===== src/rtl/chr_map_pkg.sv =====
package chr_map_pkg;
   typedef enum logic [1:0] {
      MIR_VERT  = 2'd0,
      MIR_HORZ  = 2'd1,
      MIR_LOW   = 2'd2,
      MIR_HIGH  = 2'd3
   } mirror_e;

   localparam int SEL_W = 4;   // width of the stored register selector
endpackage


===== src/rtl/chr_bank_file.sv =====
module chr_bank_file
   import chr_map_pkg::*;
#(
   parameter int CPU_AW     = 16,
   parameter int DW         = 8,
   parameter int PB         = 3,
   parameter int NREG       = 6,
   parameter int MODE_W     = 3,
   parameter int MODE_LIMIT = 5,
   parameter logic [CPU_AW-1:0] SEL_ADDR  = 16'h8000,
   parameter logic [CPU_AW-1:0] LOAD_ADDR = 16'h8001
) (
   input  logic                      clk,
   input  logic                      rst_n,
   input  logic [CPU_AW-1:0]         cpu_addr,
   input  logic [DW-1:0]             cpu_data,
   input  logic                      cpu_wr,
   input  logic [MODE_W-1:0]         mode,
   output logic [NREG-1:0][PB-1:0]   banks
);
   localparam int SW = $clog2(NREG);
   localparam logic [MODE_W-1:0] LIM    = MODE_W'(MODE_LIMIT);
   localparam logic [SEL_W-1:0]  NREG_S = SEL_W'(NREG);

   if (DW < SEL_W) begin : g_chk_dw
      $error("data width too small for selector");
   end
   if (NREG > (1 << SEL_W)) begin : g_chk_nreg
      $error("more bank registers than selector codes");
   end

   logic [SEL_W-1:0] sel_q;
   logic             unlocked;
   logic             sel_wr;
   logic             load_wr;

   assign unlocked = (mode < LIM);
   assign sel_wr   = cpu_wr && unlocked && (cpu_addr == SEL_ADDR);
   assign load_wr  = cpu_wr && unlocked && (cpu_addr == LOAD_ADDR);

   always_ff @(posedge clk) begin
      if (!rst_n)      sel_q <= '0;
      else if (sel_wr) sel_q <= cpu_data[SEL_W-1:0];
   end

   for (genvar k = 0; k < NREG; k++) begin : g_bank
      // pair registers start at 0 and 2, single ones at their window number
      localparam logic [PB-1:0] RST_V = (k == 0) ? PB'(0) :
                                        (k == 1) ? PB'(2) : PB'(k + 2);
      always_ff @(posedge clk) begin
         if (!rst_n)
            banks[k] <= RST_V;
         else if (load_wr && (sel_q == SEL_W'(k)))
            banks[k] <= cpu_data[PB-1:0];
      end
   end

   // an accepted load reaches the selected register on the next edge
   a_r2_load_lands: assert property (@(posedge clk) disable iff (!rst_n)
      (cpu_wr && cpu_addr == LOAD_ADDR && mode < LIM && sel_q < NREG_S)
      |=> banks[$past(sel_q[SW-1:0])] == $past(cpu_data[PB-1:0]));

   // locked modes freeze selector and registers
   a_r6_locked: assert property (@(posedge clk) disable iff (!rst_n)
      (cpu_wr && mode >= LIM) |=> ($stable(banks) && $stable(sel_q)));

   // out-of-range selector leaves registers alone
   a_r7_high_sel: assert property (@(posedge clk) disable iff (!rst_n)
      (cpu_wr && cpu_addr == LOAD_ADDR && sel_q >= NREG_S) |=> $stable(banks));

   // no strobe, no change
   a_r9_idle: assert property (@(posedge clk) disable iff (!rst_n)
      !cpu_wr |=> ($stable(banks) && $stable(sel_q)));
endmodule


===== src/rtl/chr_page_xlate.sv =====
module chr_page_xlate #(
   parameter int WB     = 3,
   parameter int PB     = 3,
   parameter int NREG   = 6,
   parameter int PPU_AW = 13
) (
   input  logic [NREG-1:0][PB-1:0] banks,
   input  logic [PPU_AW-1:0]       ppu_addr,
   output logic [PPU_AW-1:0]       chr_addr
);
   localparam int NWIN  = 1 << WB;
   localparam int OFF_W = PPU_AW - WB;

   if (NREG != NWIN - 2) begin : g_chk_regs
      $error("register count must be window count minus two");
   end
   if (WB < 3) begin : g_chk_wb
      $error("need at least eight windows");
   end

   logic [NWIN-1:0][PB-1:0] page;

   for (genvar w = 0; w < NWIN; w++) begin : g_win
      if (w < 4) begin : g_pair
         // pair expansion: consecutive pages, base not aligned
         assign page[w] = banks[w / 2] + PB'(w % 2);
      end else begin : g_single
         assign page[w] = banks[w - 2];
      end
   end

   assign chr_addr = {page[ppu_addr[PPU_AW-1:OFF_W]], ppu_addr[OFF_W-1:0]};
endmodule


===== src/rtl/chr_mirror_reg.sv =====
module chr_mirror_reg
   import chr_map_pkg::*;
#(
   parameter int CPU_AW = 16,
   parameter int DW     = 8,
   parameter logic [CPU_AW-1:0] MIR_ADDR = 16'hA000
) (
   input  logic              clk,
   input  logic              rst_n,
   input  logic [CPU_AW-1:0] cpu_addr,
   input  logic [DW-1:0]     cpu_data,
   input  logic              cpu_wr,
   output logic [1:0]        mirror_sel
);
   mirror_e mir_q;

   always_ff @(posedge clk) begin
      if (!rst_n)
         mir_q <= MIR_VERT;
      else if (cpu_wr && cpu_addr == MIR_ADDR)
         mir_q <= mirror_e'(cpu_data[1:0]);
   end

   assign mirror_sel = mir_q;

   // accepted in every mode, takes the two low data bits
   a_r8_mirror_load: assert property (@(posedge clk) disable iff (!rst_n)
      (cpu_wr && cpu_addr == MIR_ADDR) |=> mirror_sel == $past(cpu_data[1:0]));

   // other traffic leaves mirroring alone
   a_r9_mirror_hold: assert property (@(posedge clk) disable iff (!rst_n)
      !(cpu_wr && cpu_addr == MIR_ADDR) |=> $stable(mirror_sel));
endmodule


===== src/rtl/chr_window_map.sv =====
module chr_window_map #(
   parameter int CPU_AW     = 16,
   parameter int DW         = 8,
   parameter int PPU_AW     = 13,
   parameter int WIN_BITS   = 3,
   parameter int MODE_W     = 3,
   parameter int MODE_LIMIT = 5,
   parameter logic [CPU_AW-1:0] SEL_ADDR  = 16'h8000,
   parameter logic [CPU_AW-1:0] LOAD_ADDR = 16'h8001,
   parameter logic [CPU_AW-1:0] MIR_ADDR  = 16'hA000
) (
   input  logic              clk,
   input  logic              rst_n,
   input  logic [CPU_AW-1:0] cpu_addr,
   input  logic [DW-1:0]     cpu_data,
   input  logic              cpu_wr,
   input  logic [MODE_W-1:0] mode,
   input  logic [PPU_AW-1:0] ppu_addr,
   output logic [PPU_AW-1:0] chr_addr,
   output logic [1:0]        mirror_sel
);
   localparam int NWIN = 1 << WIN_BITS;
   localparam int NREG = NWIN - 2;
   localparam int PB   = WIN_BITS;   // RAM spans exactly the window space

   if (PPU_AW <= WIN_BITS) begin : g_chk_aw
      $error("pattern address narrower than window select");
   end
   if (DW < PB) begin : g_chk_page
      $error("data width too small for page number");
   end

   logic [NREG-1:0][PB-1:0] banks;

   chr_bank_file #(
      .CPU_AW(CPU_AW), .DW(DW), .PB(PB), .NREG(NREG), .MODE_W(MODE_W),
      .MODE_LIMIT(MODE_LIMIT), .SEL_ADDR(SEL_ADDR), .LOAD_ADDR(LOAD_ADDR)
   ) u_banks (
      .clk(clk), .rst_n(rst_n), .cpu_addr(cpu_addr), .cpu_data(cpu_data),
      .cpu_wr(cpu_wr), .mode(mode), .banks(banks)
   );

   chr_page_xlate #(
      .WB(WIN_BITS), .PB(PB), .NREG(NREG), .PPU_AW(PPU_AW)
   ) u_xlate (
      .banks(banks), .ppu_addr(ppu_addr), .chr_addr(chr_addr)
   );

   chr_mirror_reg #(
      .CPU_AW(CPU_AW), .DW(DW), .MIR_ADDR(MIR_ADDR)
   ) u_mirror (
      .clk(clk), .rst_n(rst_n), .cpu_addr(cpu_addr), .cpu_data(cpu_data),
      .cpu_wr(cpu_wr), .mirror_sel(mirror_sel)
   );
endmodule


===== config.mk =====
export PLATFORM = sky130hd
export DESIGN_NAME = chr_window_map
export DESIGN_NICKNAME = d
export VERILOG_FILES = /design/src/rtl/chr_map_pkg.sv /design/src/rtl/chr_bank_file.sv /design/src/rtl/chr_page_xlate.sv /design/src/rtl/chr_mirror_reg.sv /design/src/rtl/chr_window_map.sv
export SDC_FILE = /design/constraint.sdc
export NUM_CORES = 1
export LEC_CHECK = 0
export ABC_AREA = 1
export BUFFER_PORTS_ARGS = -buffer_cell sky130_fd_sc_hd__buf_2
export CAP_MARGIN = 20
export CELL_PAD_IN_SITES_DETAIL_PLACEMENT = 1
export CELL_PAD_IN_SITES_GLOBAL_PLACEMENT = 1
export CORE_MARGIN = 5
export CORE_UTILIZATION = 33
export CTS_BUF_LIST = sky130_fd_sc_hd__clkbuf_16
export DETAILED_ROUTE_END_ITERATION = 8
export HOLD_SLACK_MARGIN = 0.12
export PLACE_DENSITY = 0.79
export REMOVE_ABC_BUFFERS = 1
export SLEW_MARGIN = 40
export SYNTH_ARGS = -nofsm -noshare
export SYNTH_HDL_FRONTEND = slang
export SYNTH_SLANG_ARGS = --single-unit
export TNS_END_PERCENT = 100

===== constraint.sdc =====
create_clock -name clk -period 1.5 [get_ports clk]
set_input_delay 0 -clock clk [delete_from_list [all_inputs] [get_ports clk]]
set_output_delay 0 -clock clk [all_outputs]
set_load 0.005 [all_outputs]

-- Word level (Yosys, flattened, before mapping)
Index checks and enable logic that the tools add are counted.
- logic and storage cells: 33
- register bits: 24
- input port bits: 43
- order comparisons: 2
- mux-type cells: 2
- equal/unequal tests: 8
- add/sub/neg operators: 2
- reduce and logical (&&, ||, !) cells: 11
- operators with widths (kind ; count):
    == test 16 bit, second input constant ; 3
    logical AND 1 bit ; 10
    binary-select mux 3 bit (select 3 bit) ; 1
    == test 4 x 2 -> 1 bit, second input constant ; 2
    == test 4 x 3 -> 1 bit, second input constant ; 2
    adder 3 x 1 -> 3 bit, second input constant ; 2
    == test 4 x 1 -> 1 bit, second input constant ; 1
    zero test 4 bit ; 1
    < comparator 3 x 4 -> 1 bit, second input constant ; 1
    < comparator 3 bit, second input constant ; 1
    two-way mux 3 bit ; 1

-- Depth between registers and ports, before layout
Gate-level depths: netlist of the first run.
- word-level depth: 4
- gate-level depth with buffers: 9
- mapped depth without buffers: 9

-- Hierarchy
Synthesis of the first run repeated with hierarchy kept, for this count alone.
- cell total of the unflattened synthesis: 282
- area, all modules: 1702.9 um2
- modules (own cells, without submodules) (module ; times used ; cells an instance ; area each (um2) ; seq. area each (um2)):
    chr_bank_file ; 1 ; 173 ; 1142.3 ; 440.4
    chr_page_xlate ; 1 ; 79 ; 385.4 ; 0.0
    chr_mirror_reg ; 1 ; 30 ; 175.2 ; 40.0

-- Worst setup path after synthesis of the first run
OpenSTA, ideal clock, no wires.
- path kind: register to register
- start: register u_banks.sel_q[0]
- end: register u_banks.banks[11] in the netlist's numbering
- data arrival time: 0.926 ns
- stages on the path, launching flop included: 6
- required time: 1.370 ns
- setup slack: 0.444 ns
- setup time: 0.130 ns
- period minus slack after synthesis: 1.056 ns
- path buffers: 0
- cell sequence: dfxtp_1 > inv_1 > nor3_2 > nand4_1 > nand2_1 > nand3_1
- cells in the longest elaborated chain, start to end: 2
- RTL lines (what ; RTL line ; RTL):
    from (decl) ; chr_bank_file.sv:32 ; logic [SEL_W-1:0] sel_q;
    from (signal assigned) ; chr_bank_file.sv:43 ; else if (sel_wr) sel_q <= cpu_data[SEL_W-1:0];
    == test 4 x 2 -> 1 bit ; chr_bank_file.sv:53 ; else if (load_wr && (sel_q == SEL_W'(k)))
    logical AND 1 bit ; chr_bank_file.sv:53 ;
    to (signal, indexed assignment) ; chr_bank_file.sv:54 ; banks[k] <= cpu_data[PB-1:0];
    to (decl) ; chr_bank_file.sv:19 ; output logic [NREG-1:0][PB-1:0] banks
No other way between the ends.
A chain may end at the register's enable or synchronous reset.

-- Worst setup path in the final report of the first run
- start: register u_banks.banks[0] in the netlist's numbering
- end: output port chr_addr[11]
- cells in the longest elaborated chain, start to end: 3
- RTL lines (what ; RTL line ; RTL):
    adder 3 x 1 -> 3 bit ; chr_page_xlate.sv:26 ; assign page[w] = banks[w / 2] + PB'(w % 2);
    binary-select mux 3 bit (select 3 bit) ; chr_page_xlate.sv:32 ; assign chr_addr = {page[ppu_addr[PPU_AW-1:OFF_W]], ppu_addr[OFF_W-1:0]};
    two-way mux 3 bit (implied by the code) ; chr_page_xlate.sv:32 ;
    to (decl) ; chr_window_map.sv:19 ; output logic [PPU_AW-1:0] chr_addr,
No other way between the ends. The select of a mux whose other input is x is not followed.

==> results of run 1 <==
==> logic make-up after synthesis <==
kind of cell | count (synthesis) | share of synthesized area
and+or+nand+nor | 150 | 0.451
buffers and inverters | 49 | 0.145
AOI/OAI and AO/OA | 25 | 0.0845
DFF | 24 | 0.303
adders and majority gates | 2 | 0.0158
==> registers in the layout, summed over array words and instances, names as in the netlist <==
signal,cells
u_banks.banks,18
u_banks.sel_q,4
u_mirror.mirror_sel,2
==> how the worst max path moves through the flow <==
| stage | start | endpoint | slack (ps) | depth (start not counted) |
|---|---|---|---|---|
| after global routing | u_banks.banks[1] | chr_addr[12] | 10 | 7 |
| after global placement | u_banks.sel_q[3] | u_banks.banks[14] | 300 | 6 |
| after detailed placement | u_banks.sel_q[3] | u_banks.banks[14] | 240 | 6 |
| final | u_banks.banks[0] | chr_addr[11] | 170 | 6 |
| after CTS | u_banks.banks[0] | chr_addr[12] | 150 | 7 |
| after floorplan | u_banks.sel_q[0] | u_banks.banks[11] | 450 | 5 |
==> power breakdown <==
part	total (uW)	internal (uW)	switching, uW	leakage (uW)
Clock	576	356	220	0.0000385
Combinational	178	79.7	98.6	0.000683
Sequential	637	637	0.00202	0.000194
==> metal layers <==
| layer | routed length [um] | share of wire | vias to the layer above |
|---|---|---|---|
| met2 | 2280 | 0.50 | 34 |
| met3 | 138 | 0.030 | 7 |
| met1 | 2100 | 0.46 | 750 |
| met4 | 74 | 0.016 | 0 |
| met5 | 0 | 0 | - |
| li1 | - | - | 860 |
==> layout make-up <==
type / count / area, um^2 / area share
Clock buffer: 3 / 75.1 / 0.0387
Timing Repair Buffer: 48 / 313 / 0.161
Inverter: 34 / 128 / 0.0658
Tap cell: 54 / 67.6 / 0.0348
Sequential cell: 24 / 480 / 0.248
Clock inverter: 1 / 3.75 / 0.00193
Multi-Input combinational cell: 177 / 873 / 0.450
==> through the flow <==
step                 util  worst slack, ps  area (um^2)  instances  hold slack [ps]
floorplan               -              450         1480        235                0
global placement    0.367              303         1720        323           0.0868
detailed placement  0.367              239         1720        323           0.0868
CTS                 0.414              151         1940        341              145
global route        0.414             13.7         1940        341              154
finish              0.414              170         1940        341              144
==> placed cells by master, fill, tap and decap left out, types with 4 or more instances in the layout <==
cell | synthesis | routed
sky130_fd_sc_hd__inv_1 | 33 | 33
sky130_fd_sc_hd__dlygate4sd3_1 | 0 | 14
sky130_fd_sc_hd__nor2_2 | 4 | 4
sky130_fd_sc_hd__nand3_1 | 14 | 14
sky130_fd_sc_hd__buf_2 | 1 | 33
sky130_fd_sc_hd__o21ai_0 | 17 | 17
sky130_fd_sc_hd__nand2_1 | 54 | 54
sky130_fd_sc_hd__dfxtp_1 | 24 | 24
sky130_fd_sc_hd__nor2_1 | 51 | 51
sky130_fd_sc_hd__o22ai_1 | 4 | 4
sky130_fd_sc_hd__nand4_1 | 13 | 13
==> metrics.log, run 1 <==
INFO  metric holdPathStages = 2
INFO  metric cts_hold_buffers = 14
INFO  metric cellLeakagePower = ~0.00091 uW
INFO  metric synth.cells.most_frequent = sky130_fd_sc_hd__nand2_1 (54), sky130_fd_sc_hd__nor2_1 (51), sky130_fd_sc_hd__inv_1 (33)
INFO  metric setup_violations = 0
INFO  metric globalRouteMet2Util = 0.277
INFO  metric cp_common_cell = sky130_fd_sc_hd__nand2_1
INFO  metric worst_path_arrival = between 1000 and 1500 ps
INFO  metric min-delay-start = rst_n
INFO  metric cts_made_buffers = 3
INFO  metric buffer_ports.inserted = 33
INFO  metric final_count_of_hold_timing_violations = 0
INFO  metric drv_slew = 0
INFO  metric post_cts_buffers = 0
INFO  metric synth_enable_flop_cells = 0
INFO  metric slew_headroom = 0.715
INFO  metric synth_cells = between 200 and 300
INFO  metric worst_r2r_path_depth = 7
INFO  metric synth_top_flop_cell = sky130_fd_sc_hd__dfxtp_1
INFO  metric cp_max_fo = 3
INFO  metric timing_worst_slew_pin_value = about 420 ps
INFO  metric placement_rows = 25
INFO  metric wl_per_cell = approximately 13 um
INFO  metric fin_crit_sh = 0.887
INFO  metric path_delay_family = flip-flops
INFO  metric yosys.area.top_type = sky130_fd_sc_hd__dfxtp_1
INFO  metric drt_wl_total = 4590 um
INFO  metric irDropWorstVdd = 0.000386 V
INFO  metric floorplan.initialDensity = 0.338
INFO  metric async_set_or_reset_register_ratio_after_synthesis = 0
INFO  metric worst_setup_path_start_kind = flip-flop
INFO  metric drcViolationCount = 0
INFO  metric postSynthRegisterBits = 24
INFO  metric detailroute.via_count = 1,651
INFO  metric worst_skew_pair.late_latency = around 260 ps
INFO  metric largest_net_degree_at_the_start_of_global_routing = 25
INFO  metric layout_min_cycle_time = 1330 ps
INFO  metric worst_path_max_delay_cell = sky130_fd_sc_hd__dfxtp_1
INFO  metric nNetsFinal = roughly 330
INFO  metric run_status = finished clean
INFO  metric synthesis.yosys.warnings = 0
INFO  metric report.power.total = ~1400 uW
INFO  metric tritoncts = built
INFO  metric final.setup_skew = 2.90 ps
INFO  metric timing_worst_setup_path_type = flip-flop to primary output
INFO  metric timing.reg2reg.setup_slack = 210 ps
INFO  metric met1_usage = 0.197
INFO  metric crit_path_cell_trace = ha_1 -> o21ai_0 -> o22ai_1 -> nand2_1 -> nand2_1 -> buf_2
INFO  metric drt_first_iter_violations = 68
INFO  metric antenna_left = 0
INFO  metric hpwlAfterDp = ~3300 um
INFO  metric setup_repair_after_global_routing_missed_its_margin = false
INFO  metric avgSynthCellArea = approximately 6.3 um^2
INFO  metric antenna_cells = 0
INFO  metric timing.fmax = roughly 750 MHz
INFO  metric synth.most_common_cell = sky130_fd_sc_hd__nand2_1
INFO  metric numClockSinks = 24
INFO  metric yosysSeqAreaShare = 0.303
INFO  metric global_route.peak_usage_layer = met2
INFO  metric first_global_vias = approximately 1,700
INFO  metric flow.area_growth_from_synthesis = 22.5%
INFO  metric hold_path.class = input port to flip-flop
INFO  metric synthTopCellsByArea = sky130_fd_sc_hd__dfxtp_1 (30%), sky130_fd_sc_hd__nand2_1 (13%), sky130_fd_sc_hd__nor2_1 (12%)
INFO  metric die-width = ~79 um
INFO  metric whs_endpoint = u_banks.banks[15]
INFO  metric place.gp.congestion = just over 0.7
INFO  metric netlist-cell-type-count = 23
INFO  metric power_density = between 700 and 800 nW/um^2
INFO  metric io_pins = 58
INFO  metric timing.critical_path.slowest_cell_delay = ~320 ps
INFO  metric critical_path_buffer_and_inverter_count = 1
INFO  metric htree_num_levels = 1
INFO  metric maxCapViolCount = 0
INFO  metric reg2reg_from = u_banks.sel_q[3]
INFO  metric grtUsageMet3 = 0.0181
INFO  metric sum_neg_setup_slack = 0 ps
INFO  metric globalRoute.totalOverflow = 0
INFO  metric yosys.area.top_type_share = 0.303
INFO  metric design.core.area = approximately 4700 um^2
INFO  metric first_pass_iters = 4
INFO  metric fillers = 619
INFO  metric via_per_inst = 4.84
INFO  metric floorplan.die.height = 79.3 um
INFO  metric drive_above_1_share = 0.188
INFO  metric number_of_antenna_violations_at_the_first_check_in_global_routing = 0
INFO  metric clkSlewWorstSetupHoldPaths = ~60 ps
INFO  metric mappedNetlistArea = roughly 1600 um^2
INFO  metric grtUsageTotal = 0.157
INFO  metric grt_first_pass_wirelength = between 7000 and 8000 um
INFO  metric critPathRequiredTime = 1500 ps
INFO  metric post_cts.resized_instances = 0
INFO  metric cts_buffer_depth = 2
INFO  metric root_buffer = sky130_fd_sc_hd__clkbuf_16
INFO  metric die-area = around 6300 um^2
INFO  metric kind_of_end_point_of_the_critical_path = primary output
INFO  metric r2r_end = u_banks.banks[12]
(Power assumes the default switching activity.)
==> run 2, diff against run 1 <==
--- a/config.mk
+++ b/config.mk
@@ -7,7 +7,7 @@
 export LEC_CHECK = 0
 export ABC_AREA = 1
 export BUFFER_PORTS_ARGS = -buffer_cell sky130_fd_sc_hd__buf_2
-export CAP_MARGIN = 20
+export CAP_MARGIN = 0
 export CELL_PAD_IN_SITES_DETAIL_PLACEMENT = 1
 export CELL_PAD_IN_SITES_GLOBAL_PLACEMENT = 1
 export CORE_MARGIN = 5
==> constraint.sdc (replaced) <==
create_clock -name clk -period 1.5 [get_ports clk]
set_input_delay 0 -clock clk [delete_from_list [all_inputs] [get_ports clk]]
set_output_delay 0 -clock clk [all_outputs]
set_load 0.02 [all_outputs]
==> run 2 against run 1 <==
Effect of this change: first-iteration DRC count rose by 37%; via count grew 1.6%; worst hold slack worse by 7.1 ps; sequential share of layout area decreased by 0.063 points; cell count stayed put; non-clock buffer count unchanged; register-to-register slack improved by 20 ps; die area unchanged; global-route usage up 0.24 points.
==> metrics.log, run 2 (synthesis gave the netlist of run 1 again) <==
INFO  metric worst_r2r_path_depth = 7
INFO  metric power_density = between 700 and 800 nW/um^2
INFO  metric htree_num_levels = 1
INFO  metric via_per_inst = approximately 4.9
INFO  metric pre_cts_ws = between 200 and 300 ps
INFO  metric clkSlewWorstSetupHoldPaths = approximately 60 ps
INFO  metric critical_path_buffer_and_inverter_count = 1
INFO  metric power_frac_clock = 0.405
INFO  metric antenna_left = 0
INFO  metric p_switching = between 300 and 400 uW
INFO  metric fin_ws = roughly 140 ps
INFO  metric final.setup_skew = just over 4 ps
INFO  metric slew_headroom = 0.729
INFO  metric cp_common_cell = sky130_fd_sc_hd__nand2_1
INFO  metric timing.critical_path.slowest_cell_delay = approximately 320 ps
INFO  metric kind_of_end_point_of_the_critical_path = primary output
INFO  metric design.core.area = approximately 4700 um^2
INFO  metric placement_rows = 25
INFO  metric layout.cells.most_common_list = sky130_fd_sc_hd__nand2_1 (54), sky130_fd_sc_hd__nor2_1 (51), sky130_fd_sc_hd__inv_1 (33)
INFO  metric run_status = finished clean
INFO  metric largest_register_ff_count = 18
INFO  metric crit_path_cell_trace = ha_1 -> o21ai_0 -> o22ai_1 -> nand2_1 -> nand2_1 -> buf_2
INFO  metric setup_violations = 0
INFO  metric first_pass_iters = 4
INFO  metric worst_path_arrival = about 1400 ps
INFO  metric sum_neg_setup_slack = 0 ps
INFO  metric wl_per_cell = around 14 um
INFO  metric buffer_ports.inserted = 33
INFO  metric cts_buffer_depth = 2
INFO  metric drv_slew = 0
INFO  metric root_buffer = sky130_fd_sc_hd__clkbuf_16
INFO  metric power.share.combinational = 0.144
INFO  metric r2r_end = u_banks.banks[7]
INFO  metric maxCapViolCount = 0
INFO  metric numClockSinks = 24
INFO  metric timing_worst_setup_path_type = flip-flop to primary output
INFO  metric timing_worst_slew_pin_value = slightly above 400 ps
INFO  metric worst_skew_pair.late_latency = 260 ps
INFO  metric layout_min_cycle_time = roughly 1400 ps
INFO  metric floorplan.initialDensity = 0.338
INFO  metric die-area = around 6300 um^2
INFO  metric tritoncts = built
INFO  metric detailroute.via_count = between 1,500 and 2,000
INFO  metric timing.fmax = about 740 MHz
INFO  metric critPathRequiredTime = 1500 ps
INFO  metric reg_with_most_ffs = u_banks.banks
INFO  metric most_common_library_cell_in_the_layout_ignoring_fill_and_taps = sky130_fd_sc_hd__nand2_1
INFO  metric fin_crit_sh = 0.905
INFO  metric drt_first_iter_violations = 93
INFO  metric cp_max_fo = 3
INFO  metric drcViolationCount = 0
INFO  metric nNetsFinal = ~330
INFO  metric post_layout_util = 0.416
INFO  metric crit_path_end = chr_addr[11]
INFO  metric worst_path_max_delay_cell = sky130_fd_sc_hd__dfxtp_1
INFO  metric reg2reg_from = u_banks.sel_q[3]
INFO  metric die-width = approximately 80 um
INFO  metric setup_repair_after_global_routing_missed_its_margin = false
INFO  metric cts_made_buffers = 3
INFO  metric critPathLaunch = u_banks.banks[0]
INFO  metric cellLeakagePower = slightly above 0.0009 uW
INFO  metric final_count_of_hold_timing_violations = 0
INFO  metric timing.reg2reg.setup_slack = between 200 and 250 ps
INFO  metric grt_first_pass_wirelength = 8090 um
INFO  metric worstSetupPathDepth = 6
INFO  metric drt_wl_total = 4630 um
INFO  metric hpwlAfterDp = 3340 um
INFO  metric number_of_antenna_violations_at_the_first_check_in_global_routing = 0
INFO  metric irDropWorstVdd = a little under 0.0004 V
INFO  metric flow.area_growth_from_synthesis = 23.1%
INFO  metric globalRoute.totalOverflow = 0
INFO  metric switching_share = 0.240
INFO  metric power_report.internal_total = roughly 1100 uW
INFO  metric worst_setup_path_start_kind = flip-flop
INFO  metric grtUsageTotal = 0.159
INFO  metric first_global_vias = around 1,800
INFO  metric place.gp.congestion = around 0.71
INFO  metric floorplan.die.height = about 80 um
INFO  metric fillers = 630
INFO  metric p_seq_frac = 0.451
INFO  metric io_pins = 58
INFO  metric antenna_cells = 0
INFO  metric largest_net_degree_at_the_start_of_global_routing = 25
INFO  metric path_delay_family = flip-flops
INFO  metric hold_path.class = input port to flip-flop
INFO  metric drive_above_1_share = 0.195
INFO  metric holdPathStages = 2
## run 2: area by class of cell
type / count / area [um^2] / share of cell area
Timing Repair Buffer: 48 / 315 / 0.162
Clock buffer: 3 / 75.1 / 0.0385
Multi-Input combinational cell: 177 / 880 / 0.451
Sequential cell: 24 / 482 / 0.247
Clock inverter: 1 / 3.75 / 0.00192
Tap cell: 54 / 67.6 / 0.0346
Inverter: 34 / 128 / 0.0654
## run 2: repair_timing
item                                    4_1_cts  5_1_grt
endpoints found under the setup margin        0        1
resized for setup                             0        4
hold buffers                                 14        0
buffers inserted                              0        0
hold endpoints to repair                     22        0
## run 2: per-layer routing
layer / routed length [um] / vias to the layer above / GRT usage / share of wire
li1: - / 861 / - / -
met1: 2180 / 774 / 0.197 / 0.47
met2: 2230 / 35 / 0.278 / 0.48
met3: 145 / 8 / 0.0193 / 0.031
met4: 78 / 0 / 0.0636 / 0.017
met5: 0 / - / 0 / 0
## run 2: how the worst min path moves through the flow
| stage | slack, ps | end | start |
|---|---|---|---|
| after floorplan | 0 | chr_addr[0] | ppu_addr[0] |
| after global placement | 0.3 | chr_addr[0] | ppu_addr[0] |
| after detailed placement | 0.3 | chr_addr[0] | ppu_addr[0] |
| after CTS | 140 | u_banks.banks[14] | rst_n |
| after global routing | 170 | u_banks.banks[13] | rst_n |
| final | 140 | u_banks.banks[9] | rst_n |
## run 2: power by group through the flow
stage,logic [uW],registers [uW],clock network [uW]
after global routing,227,637,615
after detailed placement,151,651,0
final,204,637,573
after CTS,202,637,583
after floorplan,68.6,651,0
after global placement,148,651,0
## run 2: metrics by stage
stage	total power, uW	area [um^2]	hold WS [ps]	instances
3_3_place_gp	799	1720	0.300	323
3_5_place_dp	802	1720	0.300	323
4_1_cts	1420	1940	142	341
2_1_floorplan	720	1480	0	235
5_1_grt	1480	1950	168	341
6_report	1410	1950	137	341
==> run 3, diff against run 2 <==
==> constraint.sdc (replaced) <==
create_clock -name clk -period 1.37 [get_ports clk]
set_input_delay 0 -clock clk [delete_from_list [all_inputs] [get_ports clk]]
set_output_delay 0 -clock clk [all_outputs]
set_load 0.02 [all_outputs]
==> run 3 against run 2 <==
Effect of this change: register-to-register slack got worse by 90 ps; sequential power is 9.4% higher; sequential share of layout area decreased by 0.99 points; routed wire length is 8.0% higher; die area unchanged; global-route usage is 1.4 points higher; critical path type unchanged; largest power group is now the clock network.
==> metrics.log, run 3 (synthesis gave the netlist of run 1 again) <==
INFO  metric cp_max_fo = 3
INFO  metric floorplan.die.height = between 70 and 80 um
INFO  metric final_count_of_hold_timing_violations = 0
INFO  metric numClockSinks = 24
INFO  metric wl_per_cell = about 15 um
INFO  metric largest_register_ff_count = 18
INFO  metric timing.reg2reg.setup_slack = approximately 140 ps
INFO  metric timing_worst_setup_path_type = flip-flop to primary output
INFO  metric kind_of_end_point_of_the_critical_path = primary output
INFO  metric place.gp.congestion = approximately 0.70
INFO  metric irDropWorstVdd = 0.000475 V
INFO  metric met2_layer_wire_length_in_the_routed_design = approximately 2600 um
INFO  metric min-delay-start = rst_n
INFO  metric globalRoute.totalOverflow = 0
INFO  metric worst_setup_path_start_kind = flip-flop
INFO  metric dp.cells = 324
INFO  metric post_layout_util = 0.438
INFO  metric buffer_ports.inserted = 33
INFO  metric timing.critical_path.slowest_cell_delay = 350 ps
INFO  metric fin_cells = about 340
INFO  metric dr.max_layer_used = met4
INFO  metric design.core.area = approximately 4700 um^2
INFO  metric largest_net_degree_at_the_start_of_global_routing = 25
INFO  metric worst_r2r_path_depth = 7
INFO  metric grtUsageTotal = 0.173
INFO  metric run_status = finished clean
INFO  metric fin_crit_sh = 0.958
INFO  metric first_global_vias = between 1,500 and 2,000
INFO  metric via_per_inst = 4.93
INFO  metric cts_made_buffers = 3
INFO  metric antenna_cells = 0
INFO  metric whs_endpoint = u_banks.banks[9]
INFO  metric hold_path.class = input port to flip-flop
INFO  metric hpwlAfterDp = 3460 um
INFO  metric met1_length = 2120 um
INFO  metric nNetsFinal = 336
INFO  metric layout.cells.most_common_list = sky130_fd_sc_hd__nand2_1 (53), sky130_fd_sc_hd__nor2_1 (49), sky130_fd_sc_hd__inv_1 (33)
INFO  metric r2r_end = u_banks.banks[3]
INFO  metric drt_first_iter_violations = slightly above 100
INFO  metric critPathRequiredTime = approximately 1400 ps
INFO  metric placedInstanceArea = between 1500 and 2000 um^2
INFO  metric slew_headroom = 0.704
INFO  metric drt_wl_total = roughly 5000 um
INFO  metric grt_first_pass_wirelength = 8630 um
INFO  metric power_density = roughly 860 nW/um^2
INFO  metric met3_wirelength = between 150 and 200 um
INFO  metric die-area = about 6300 um^2
INFO  metric timing.fmax = 762 MHz
INFO  metric most_common_library_cell_in_the_layout_ignoring_fill_and_taps = sky130_fd_sc_hd__nand2_1
INFO  metric report.power.total = 1770 uW
INFO  metric worst_path_arrival = between 1000 and 1500 ps
INFO  metric layout_min_cycle_time = 1310 ps
INFO  metric cp_common_cell = sky130_fd_sc_hd__nand2_1
INFO  metric crit_path_cell_trace = ha_4 -> nor2_1 -> o22ai_1 -> nand2_1 -> nand2_1 -> buf_4
INFO  metric die-width = 79.3 um
INFO  metric drive_above_1_share = 0.238
INFO  metric antenna_left = 0
INFO  metric cts_buffer_depth = 2
INFO  metric reg_with_most_ffs = u_banks.banks
INFO  metric number_of_antenna_violations_at_the_first_check_in_global_routing = 0
INFO  metric drcViolationCount = 0
INFO  metric first_pass_iters = 4
INFO  metric clkSlewWorstSetupHoldPaths = around 70 ps
INFO  metric worst_skew_pair.late_latency = roughly 260 ps
INFO  metric root_buffer = sky130_fd_sc_hd__clkbuf_16
INFO  metric reg2reg_from = u_banks.sel_q[1]
INFO  metric placement_rows = 25
INFO  metric flow.area_growth_from_synthesis = 29.6%
INFO  metric drv_slew = 0
INFO  metric setup_violations = 0
INFO  metric stdcell_area = 2050 um^2
INFO  metric holdPathStages = 2
INFO  metric maxCapViolCount = 0
INFO  metric htree_num_levels = 1
INFO  metric timing_worst_slew_pin_value = ~440 ps
INFO  metric io_pins = 58
INFO  metric worst_path_max_delay_cell = sky130_fd_sc_hd__dfxtp_2
INFO  metric detailroute.via_count = about 1,700
INFO  metric floorplan.initialDensity = 0.338
INFO  metric final.setup_skew = approximately 5.5 ps
INFO  metric cellLeakagePower = 0.000952 uW
INFO  metric setup_repair_after_global_routing_missed_its_margin = true
INFO  metric tritoncts = built
## run 3: worst max-delay path by stage
stage                                start                end  slack, ps  cells past startpoint
after floorplan           u_banks.sel_q[0]  u_banks.banks[11]        320                      5
after global placement    u_banks.sel_q[0]  u_banks.banks[11]        200                      5
after detailed placement  u_banks.sel_q[0]   u_banks.banks[9]        130                      5
after CTS                 u_banks.banks[0]       chr_addr[12]          3                      7
after global routing      u_banks.banks[0]       chr_addr[12]        -60                      7
final                     u_banks.banks[3]       chr_addr[11]         60                      6
## run 3: timing repair
action	in CTS	in global routing
buffers inserted	2	0
gates resized for setup	6	14
setup endpoints to repair	2	11
pin swaps	1	3
hold buffers	14	0
endpoints found under the hold margin	22	0
## run 3: layout make-up
type	instances	area, um^2
fillers	640	2640
inverters	34	128
well taps	54	67.6
clock inverters	1	30.0
multi-input cells	177	923
flip-flops and latches	24	487
clock buffers	3	75.1
repair buffers	51	343
## run 3: layer usage
| layer | GRT usage | vias up |
|---|---|---|
| li1 | - | 865 |
| met1 | 0.200 | 778 |
| met2 | 0.316 | 42 |
| met3 | 0.0261 | 11 |
| met4 | 0.0687 | 0 |
| met5 | 0 | - |
## run 3: critical path, delay by kind of cell (launching register included)
kind / cells / cell delay (ps)
flip-flops: 1 / 350
adder cells (fa/ha/maj): 1 / 250
AO/OA/AOI/OAI: 1 / 160
AND/OR/NAND/NOR: 3 / 150
buffers and inverters: 1 / 130
## run 3: stage by stage
stage                     setup slack [ps]  hold slack, ps  TNS (ps)
final                                 58.0             149         0
after global routing                 -64.9             168     -92.6
after CTS                             2.71             147         0
after detailed placement               129           0.300         0
after global placement                 197           0.300         0
after floorplan                        320               0         0
## run 3: report_power, final
part	internal (uW)	switching, uW
registers	697	0.00256
logic	92.3	137
clock network	582	265
